File: src/rtl/noc_port_pkg.sv
package noc_port_pkg;

    typedef enum logic [2:0] {
        DIR_LOCAL = 3'd0,
        DIR_EAST  = 3'd1,
        DIR_WEST  = 3'd2,
        DIR_NORTH = 3'd3,
        DIR_SOUTH = 3'd4
    } dir_e;

    typedef enum logic [1:0] {
        FT_BODY   = 2'b00,
        FT_HEAD   = 2'b01,
        FT_TAIL   = 2'b10,
        FT_SINGLE = 2'b11
    } ftype_e;

    typedef enum logic {
        LANE_IDLE   = 1'b0,
        LANE_LOCKED = 1'b1
    } lane_state_e;

endpackage

File: src/rtl/flit_fifo.sv
module flit_fifo #(
    parameter int W     = 32,
    parameter int DEPTH = 2
) (
    input  logic         clk,
    input  logic         rst_n,
    input  logic         push,
    input  logic [W-1:0] push_data,
    input  logic         pop,
    output logic [W-1:0] head_data,
    output logic         not_empty,
    output logic         not_full
);
    localparam int AW = (DEPTH > 1) ? $clog2(DEPTH) : 1;
    localparam logic [AW-1:0] LAST = AW'(DEPTH - 1);

    logic [W-1:0]  mem [DEPTH];
    logic [AW-1:0] wr_ptr, rd_ptr;
    logic [AW:0]   count;

    assign not_empty = (count != '0);
    assign not_full  = (count != (AW+1)'(DEPTH));
    assign head_data = mem[rd_ptr];

    always_ff @(posedge clk or negedge rst_n) begin
        if (!rst_n) begin
            wr_ptr <= '0;
            rd_ptr <= '0;
            count  <= '0;
        end else begin
            if (push) wr_ptr <= (wr_ptr == LAST) ? '0 : wr_ptr + 1'b1;
            if (pop)  rd_ptr <= (rd_ptr == LAST) ? '0 : rd_ptr + 1'b1;
            if (push && !pop)      count <= count + 1'b1;
            else if (pop && !push) count <= count - 1'b1;
        end
    end

    always_ff @(posedge clk) begin
        if (push) mem[wr_ptr] <= push_data;
    end
endmodule

File: src/rtl/route_calc.sv
module route_calc
    import noc_port_pkg::*;
#(
    parameter int X_W      = 2,
    parameter int Y_W      = 2,
    parameter bit XY_FIRST = 1'b1
) (
    input  logic [X_W-1:0] here_x,
    input  logic [Y_W-1:0] here_y,
    input  logic [X_W-1:0] dest_x,
    input  logic [Y_W-1:0] dest_y,
    output dir_e           dir
);
    dir_e x_dir, y_dir;

    always_comb begin
        if (dest_x > here_x)      x_dir = DIR_EAST;
        else if (dest_x < here_x) x_dir = DIR_WEST;
        else                      x_dir = DIR_LOCAL;
        if (dest_y > here_y)      y_dir = DIR_NORTH;
        else if (dest_y < here_y) y_dir = DIR_SOUTH;
        else                      y_dir = DIR_LOCAL;
    end

    generate
        if (XY_FIRST) begin : g_xy
            assign dir = (x_dir != DIR_LOCAL) ? x_dir : y_dir;
        end else begin : g_yx
            assign dir = (y_dir != DIR_LOCAL) ? y_dir : x_dir;
        end
    endgenerate
endmodule

File: src/rtl/vc_lane.sv
module vc_lane
    import noc_port_pkg::*;
#(
    parameter int FLIT_W   = 32,
    parameter int DEPTH    = 2,
    parameter int X_W      = 2,
    parameter int Y_W      = 2,
    parameter int LEN_W    = 4,
    parameter bit XY_FIRST = 1'b1
) (
    input  logic              clk,
    input  logic              rst_n,
    input  logic [X_W-1:0]    here_x,
    input  logic [Y_W-1:0]    here_y,
    input  logic              push,
    input  logic [FLIT_W-1:0] push_flit,
    input  logic              pop,
    output logic              ready,
    output logic              valid,
    output logic [FLIT_W-1:0] flit,
    output dir_e              dir
);
    localparam int T_HI = FLIT_W - 1;
    localparam int X_HI = FLIT_W - 3;
    localparam int X_LO = X_HI - X_W + 1;
    localparam int Y_HI = X_LO - 1;
    localparam int Y_LO = Y_HI - Y_W + 1;
    localparam int L_HI = Y_LO - 1;
    localparam int L_LO = L_HI - LEN_W + 1;

    lane_state_e      st, st_nxt;
    dir_e             lock_dir, dir_nxt, fresh_dir;
    logic [LEN_W-1:0] remain, rem_nxt;
    ftype_e           ftype;
    logic [LEN_W-1:0] pkt_len;
    logic             is_last;

    flit_fifo #(.W(FLIT_W), .DEPTH(DEPTH)) u_fifo (
        .clk(clk), .rst_n(rst_n),
        .push(push), .push_data(push_flit),
        .pop(pop), .head_data(flit),
        .not_empty(valid), .not_full(ready)
    );

    route_calc #(.X_W(X_W), .Y_W(Y_W), .XY_FIRST(XY_FIRST)) u_route (
        .here_x(here_x), .here_y(here_y),
        .dest_x(flit[X_HI:X_LO]), .dest_y(flit[Y_HI:Y_LO]),
        .dir(fresh_dir)
    );

    assign ftype   = ftype_e'(flit[T_HI -: 2]);
    assign pkt_len = flit[L_HI:L_LO];

    always_ff @(posedge clk or negedge rst_n) begin
        if (!rst_n) begin
            st       <= LANE_IDLE;
            lock_dir <= DIR_LOCAL;
            remain   <= '0;
        end else begin
            st       <= st_nxt;
            lock_dir <= dir_nxt;
            remain   <= rem_nxt;
        end
    end

    always_comb begin
        st_nxt  = st;
        dir_nxt = lock_dir;
        rem_nxt = remain;
        dir     = lock_dir;
        is_last = 1'b0;
        unique case (st)
            LANE_IDLE: begin
                dir     = fresh_dir;
                is_last = (ftype == FT_SINGLE) || (ftype == FT_TAIL) || (pkt_len == '0);
                if (pop && !is_last) begin
                    st_nxt  = LANE_LOCKED;
                    dir_nxt = fresh_dir;
                    rem_nxt = pkt_len;
                end
            end
            LANE_LOCKED: begin
                is_last = (ftype == FT_TAIL) || (remain == LEN_W'(1));
                if (pop) begin
                    if (is_last) st_nxt = LANE_IDLE;
                    else         rem_nxt = remain - 1'b1;
                end
            end
            default: st_nxt = LANE_IDLE;
        endcase
    end
endmodule

File: src/rtl/router_in_port.sv
module router_in_port
    import noc_port_pkg::*;
#(
    parameter int NUM_VC     = 2,
    parameter int FIFO_DEPTH = 2,
    parameter int FLIT_W     = 32,
    parameter int X_W        = 2,
    parameter int Y_W        = 2,
    parameter int LEN_W      = 4,
    parameter bit XY_FIRST   = 1'b1,
    parameter bit VC0_HIGH   = 1'b1,
    parameter int IN_DIR     = 2,
    localparam int VCW       = (NUM_VC > 1) ? $clog2(NUM_VC) : 1
) (
    input  logic              clk,
    input  logic              rst_n,
    input  logic [X_W-1:0]    here_x,
    input  logic [Y_W-1:0]    here_y,
    input  logic              in_valid,
    input  logic [VCW-1:0]    in_vc,
    input  logic [FLIT_W-1:0] in_flit,
    output logic [NUM_VC-1:0] in_ready,
    output logic              out_valid,
    output logic [VCW-1:0]    out_vc,
    output logic [FLIT_W-1:0] out_flit,
    output logic [2:0]        out_dir,
    input  logic              out_ready
);
    localparam dir_e ARRIVAL = dir_e'(IN_DIR);

    logic [NUM_VC-1:0] lane_valid, lane_pop, lane_push;
    logic [FLIT_W-1:0] lane_flit [NUM_VC];
    dir_e              lane_dir  [NUM_VC];
    logic [VCW-1:0]    sel;
    logic              any_valid, uturn;

    generate
        for (genvar v = 0; v < NUM_VC; v++) begin : g_lane
            assign lane_push[v] = in_valid && (in_vc == VCW'(v)) && in_ready[v];
            assign lane_pop[v]  = any_valid && (sel == VCW'(v)) && (out_ready || uturn);
            vc_lane #(
                .FLIT_W(FLIT_W), .DEPTH(FIFO_DEPTH), .X_W(X_W), .Y_W(Y_W),
                .LEN_W(LEN_W), .XY_FIRST(XY_FIRST)
            ) u_lane (
                .clk(clk), .rst_n(rst_n), .here_x(here_x), .here_y(here_y),
                .push(lane_push[v]), .push_flit(in_flit), .pop(lane_pop[v]),
                .ready(in_ready[v]), .valid(lane_valid[v]),
                .flit(lane_flit[v]), .dir(lane_dir[v])
            );
        end
    endgenerate

    // Later iterations override earlier ones, so the last one scanned is the highest priority.
    always_comb begin
        sel       = '0;
        any_valid = 1'b0;
        for (int i = 0; i < NUM_VC; i++) begin
            int v;
            v = VC0_HIGH ? (NUM_VC - 1 - i) : i;
            if (lane_valid[v]) begin
                sel       = VCW'(v);
                any_valid = 1'b1;
            end
        end
    end

    assign uturn     = (lane_dir[sel] == ARRIVAL);
    assign out_valid = any_valid && !uturn;
    assign out_vc    = sel;
    assign out_flit  = lane_flit[sel];
    assign out_dir   = lane_dir[sel];
endmodule

File: config.mk
export PLATFORM = sky130hd
export DESIGN_NAME = router_in_port
export DESIGN_NICKNAME = d
export VERILOG_FILES = /design/src/rtl/noc_port_pkg.sv /design/src/rtl/flit_fifo.sv /design/src/rtl/route_calc.sv /design/src/rtl/vc_lane.sv /design/src/rtl/router_in_port.sv
export SDC_FILE = /design/constraint.sdc
export NUM_CORES = 1
export LEC_CHECK = 0
export CAP_MARGIN = 0
export CORE_UTILIZATION = 61
export CTS_CLUSTER_DIAMETER = 50
export DETAILED_ROUTE_END_ITERATION = 12
export DONT_BUFFER_PORTS = 1
export PLACE_DENSITY_LB_ADDON = 0.25
export SLEW_MARGIN = 20
export SYNTH_ARGS = -nofsm -noshare
export SYNTH_HDL_FRONTEND = slang
export SYNTH_SLANG_ARGS = --single-unit
File: constraint.sdc
create_clock -name clk -period 7 [get_ports clk]
set_input_delay 1.4 -clock clk [delete_from_list [all_inputs] [get_ports clk]]
set_output_delay 1.4 -clock clk [all_outputs]
set_load 0.01 [all_outputs]
==> results_dict.tcl <==
set metrics [dict create \
    chipWidth_um 106 \
    cts_max_level 4 \
    synthTopCellsByArea "edfxtp_1 58%, dfrtp_1 9.1%, mux2i_1 5.9%, ha_1 2.6%, nor2b_1 2.6%" \
    slew_headroom_pct 29.9 \
    synthCells 462 \
    crit_arrival_ns 3.75 \
    wl_per_cell_um 20.3 \
    postSynth.asyncResetShare_pct 15.8 \
    syn_area_um2 6630 \
    drv_cap 0 \
    cp_top_family "flip-flops" \
    synth_area_leader_cell "edfxtp_1" \
    crit_chain "mux2_2, ha_1, nor2b_1, nor3_1, o31ai_1, a222oi_1, a21oi_1" \
    worst_slew_pin_slew_ns 1.05 \
    rows 37 \
    numCtsBuffers 17 \
    hold_class "flip-flop to flip-flop" \
    cpPeakStageDelay_ns 1.05 \
    criticalPathCategory "flip-flop to output port" \
    grt_pass1_wl_mm 19.5 \
    synthesis.nets 517 \
    cts-root-buf "clkbuf_8" \
    synth_top_area_share_pct 57.9 \
    ys_ff_latch 152 \
    placedCellCount 575 \
    clock-sinks 152 \
    ctsHoldBuffers 0 \
    cts_resized 0 \
    wl_mm 12.3 \
    place_area_um2 6720 \
    fin_area_um2 7360 \
    grt_pass1_vias 3848 \
    dp_hpwl_mm 7.46 \
    nFillCells 674 \
    die_area_um2 11300 \
    vias_per_cell 6.11 \
    cp_num_buf_inv 0 \
    rsz0062_at_grt "no" \
    gp_congestion 0.780 \
    finalSetupViolCount 0 \
    ir_worst_vdd_mv 0.335 \
    grt_max_degree 58 \
    synth_flop_cell "edfxtp_1" \
    overflow 0 \
    dr.pass1.iters 4 \
    crit_path_top_delay_cell "dfrtp_2" \
    grt_usage_pct 23.7 \
    layout-drive-gt1-share_pct 13.0 \
    syn_avg_cell_area_um2 14.4 \
    worstSkewPairLatency_ns 0.53 \
    cp_max_fo 36 \
    io_buffers 0 \
    maxSlewViolCount 0 \
    diodes 0 \
    min_period_over_period_pct 73.6 \
    drtAntennaViolNets 0 \
    clock_skew_ns 0.00773 \
    required_ns 5.60 \
    synthMostInstantiatedCell "edfxtp_1" \
    yosysSeqAreaShare_pct 67.0 \
    postLayoutCoreUtil_pct 70.7 \
    hold_violations 0 \
    fin_crit_ns 5.15 \
    startpoint_type "flip-flop" \
    endpoint_kind "output port" \
    multi_input_area_um2 2050 \
    fmax_ghz 0.194 \
    syn_to_final_growth_pct 10.9 \
    fin_cells 606 \
    clk_path_buf_depth 2 \
    post-cts-setup-buffers 0 \
    top_level_ports 80 \
    core-area_um2 10400 \
    leakagePower_nw 2.67 \
    drt_iter0_markers 227 \
    tns_ns 0 \
    synth_enable_flop_cells 128 \
    cts_tree "done" \
    initial_utilization_pct 63.7 \
    fin_nets 513 \
    outcome "complete, no violations" \
    ys_top_cells_by_count "128 x edfxtp_1, 39 x mux2i_1, 33 x a21oi_1, 28 x nor2b_1, 24 x dfrtp_1" \
    regArea_um2 4450 \
    p_per_area_nw_per_um2 460 \
    antenna_found_initial 0 \
    route.detailed.drc 0 \
    vias 3705 \
    die_h_um 106 \
    synth_cell_type_count 58 \
    synth_warnings 0 \
    clk_pin_slew_ns 0.06 \
]
[worst paths after layout]
kind / start / slack (ns) / end / depth (start not counted)
worst max-delay path: g_lane[1].u_lane.u_fifo.rd_ptr$_DFFE_PN0P_ / 1.85 / out_valid / 7
worst min-delay path: g_lane[0].u_lane.lock_dir[0]$_DFFE_PN0P_ / 0.52 / g_lane[0].u_lane.lock_dir[0]$_DFFE_PN0P_ / 1
worst max register to register: g_lane[1].u_lane.u_fifo.rd_ptr$_DFFE_PN0P_ / 2.77 / g_lane[1].u_lane.u_fifo.count[1]$_DFFE_PN0P_ / 12
worst min register to register: g_lane[0].u_lane.lock_dir[0]$_DFFE_PN0P_ / 0.52 / g_lane[0].u_lane.lock_dir[0]$_DFFE_PN0P_ / 1
max in group asynchronous: rst_n / 6.35 / g_lane[0].u_lane.u_fifo.rd_ptr$_DFFE_PN0P_ / 0
min in group asynchronous: rst_n / 0.56 / g_lane[1].u_lane.remain[3]$_DFFE_PN0P_ / 0
[state kept, by name, indices dropped and copies added, names as in the netlist]
signal                       count
g_lane.u_lane.u_fifo.count       4
g_lane.u_lane.remain             8
g_lane.u_lane.u_fifo.wr_ptr      2
g_lane.u_lane.st                 2
g_lane.u_lane.u_fifo.rd_ptr      2
g_lane.u_lane.lock_dir           6
g_lane.u_lane.u_fifo.mem       128
[layout make-up]
class                   count  share of cell area [%]
flip-flops and latches    152                    60.5
multi-input cells         274                    27.9
clock buffers              18                    5.68
clock inverters            13                    2.98
well taps                 136                    2.31
inverters                  13                   0.663
[through the flow]
| step | power (W) | worst slack, ns | hold slack, ns |
|---|---|---|---|
| finish | 0.00338 | 1.85 | 0.517 |
| global route | 0.00357 | 1.71 | 0.531 |
| CTS | 0.00340 | 1.82 | 0.518 |
| detailed placement | 0.00242 | 2.41 | 0.495 |
| global placement | 0.00238 | 2.45 | 0.493 |
| floorplan | 0.00219 | 2.73 | 0.455 |
[placed cells by master (no fill, tap or decap), types with 5 or more instances in the layout]
cell / n
nor2_1: 17
clkbuf_16: 16
nand2b_1: 5
mux2_2: 10
mux2i_1: 39
nor3_1: 5
xor2_1: 5
nand2_1: 19
bufinv_16: 5
xnor2_1: 5
inv_1: 12
ha_1: 14
a211oi_1: 23
o21ai_0: 7
edfxtp_1: 128
nor2b_1: 27
a21oi_1: 33
dfrtp_1: 22
[layer usage]
metal	track usage, %	routed length [um]	vias to the layer above
li1	-	-	1756
met5	0	0	-
met4	9.92	133	0
met1	27.1	4880	1841
met2	38.8	6340	95
met3	10.3	949	13
[worst reg2reg max path: cells and delay by family (launching register included)]
family	cells	cell delay (ns)
compound gates	2	0.66
xor+xnor	2	0.29
fa+ha+maj	2	0.58
flops	1	1.05
mux	1	0.45
simple gates	5	1.13
[report_power, final]
| group | internal (W) | total, W | leakage (nW) | switching (W) |
|---|---|---|---|---|
| registers | 0.00116 | 0.00138 | 1.46 | 0.000218 |
| logic | 0.000402 | 0.00102 | 0.904 | 0.000621 |
| clock network | 0.000619 | 0.000982 | 0.305 | 0.000363 |
| total | 0.00218 | 0.00338 | 2.67 | 0.00120 |
[logic make-up (layout without fill, tap and decap cells)]
logic type / after synthesis / after routing / share of synthesized area (%)
flip-flops: 152 / 152 / 67.0
AND/OR/NAND/NOR: 102 / 102 / 8.37
AO/OA/AOI/OAI: 96 / 96 / 10.1
multiplexers: 52 / 52 / 8.26
buffers and inverters: 36 / 44 / 2.30
adder cells (fa/ha/maj): 14 / 14 / 2.64
XOR/XNOR: 10 / 10 / 1.32
No activity file was read; power rests on OpenSTA's default activity.
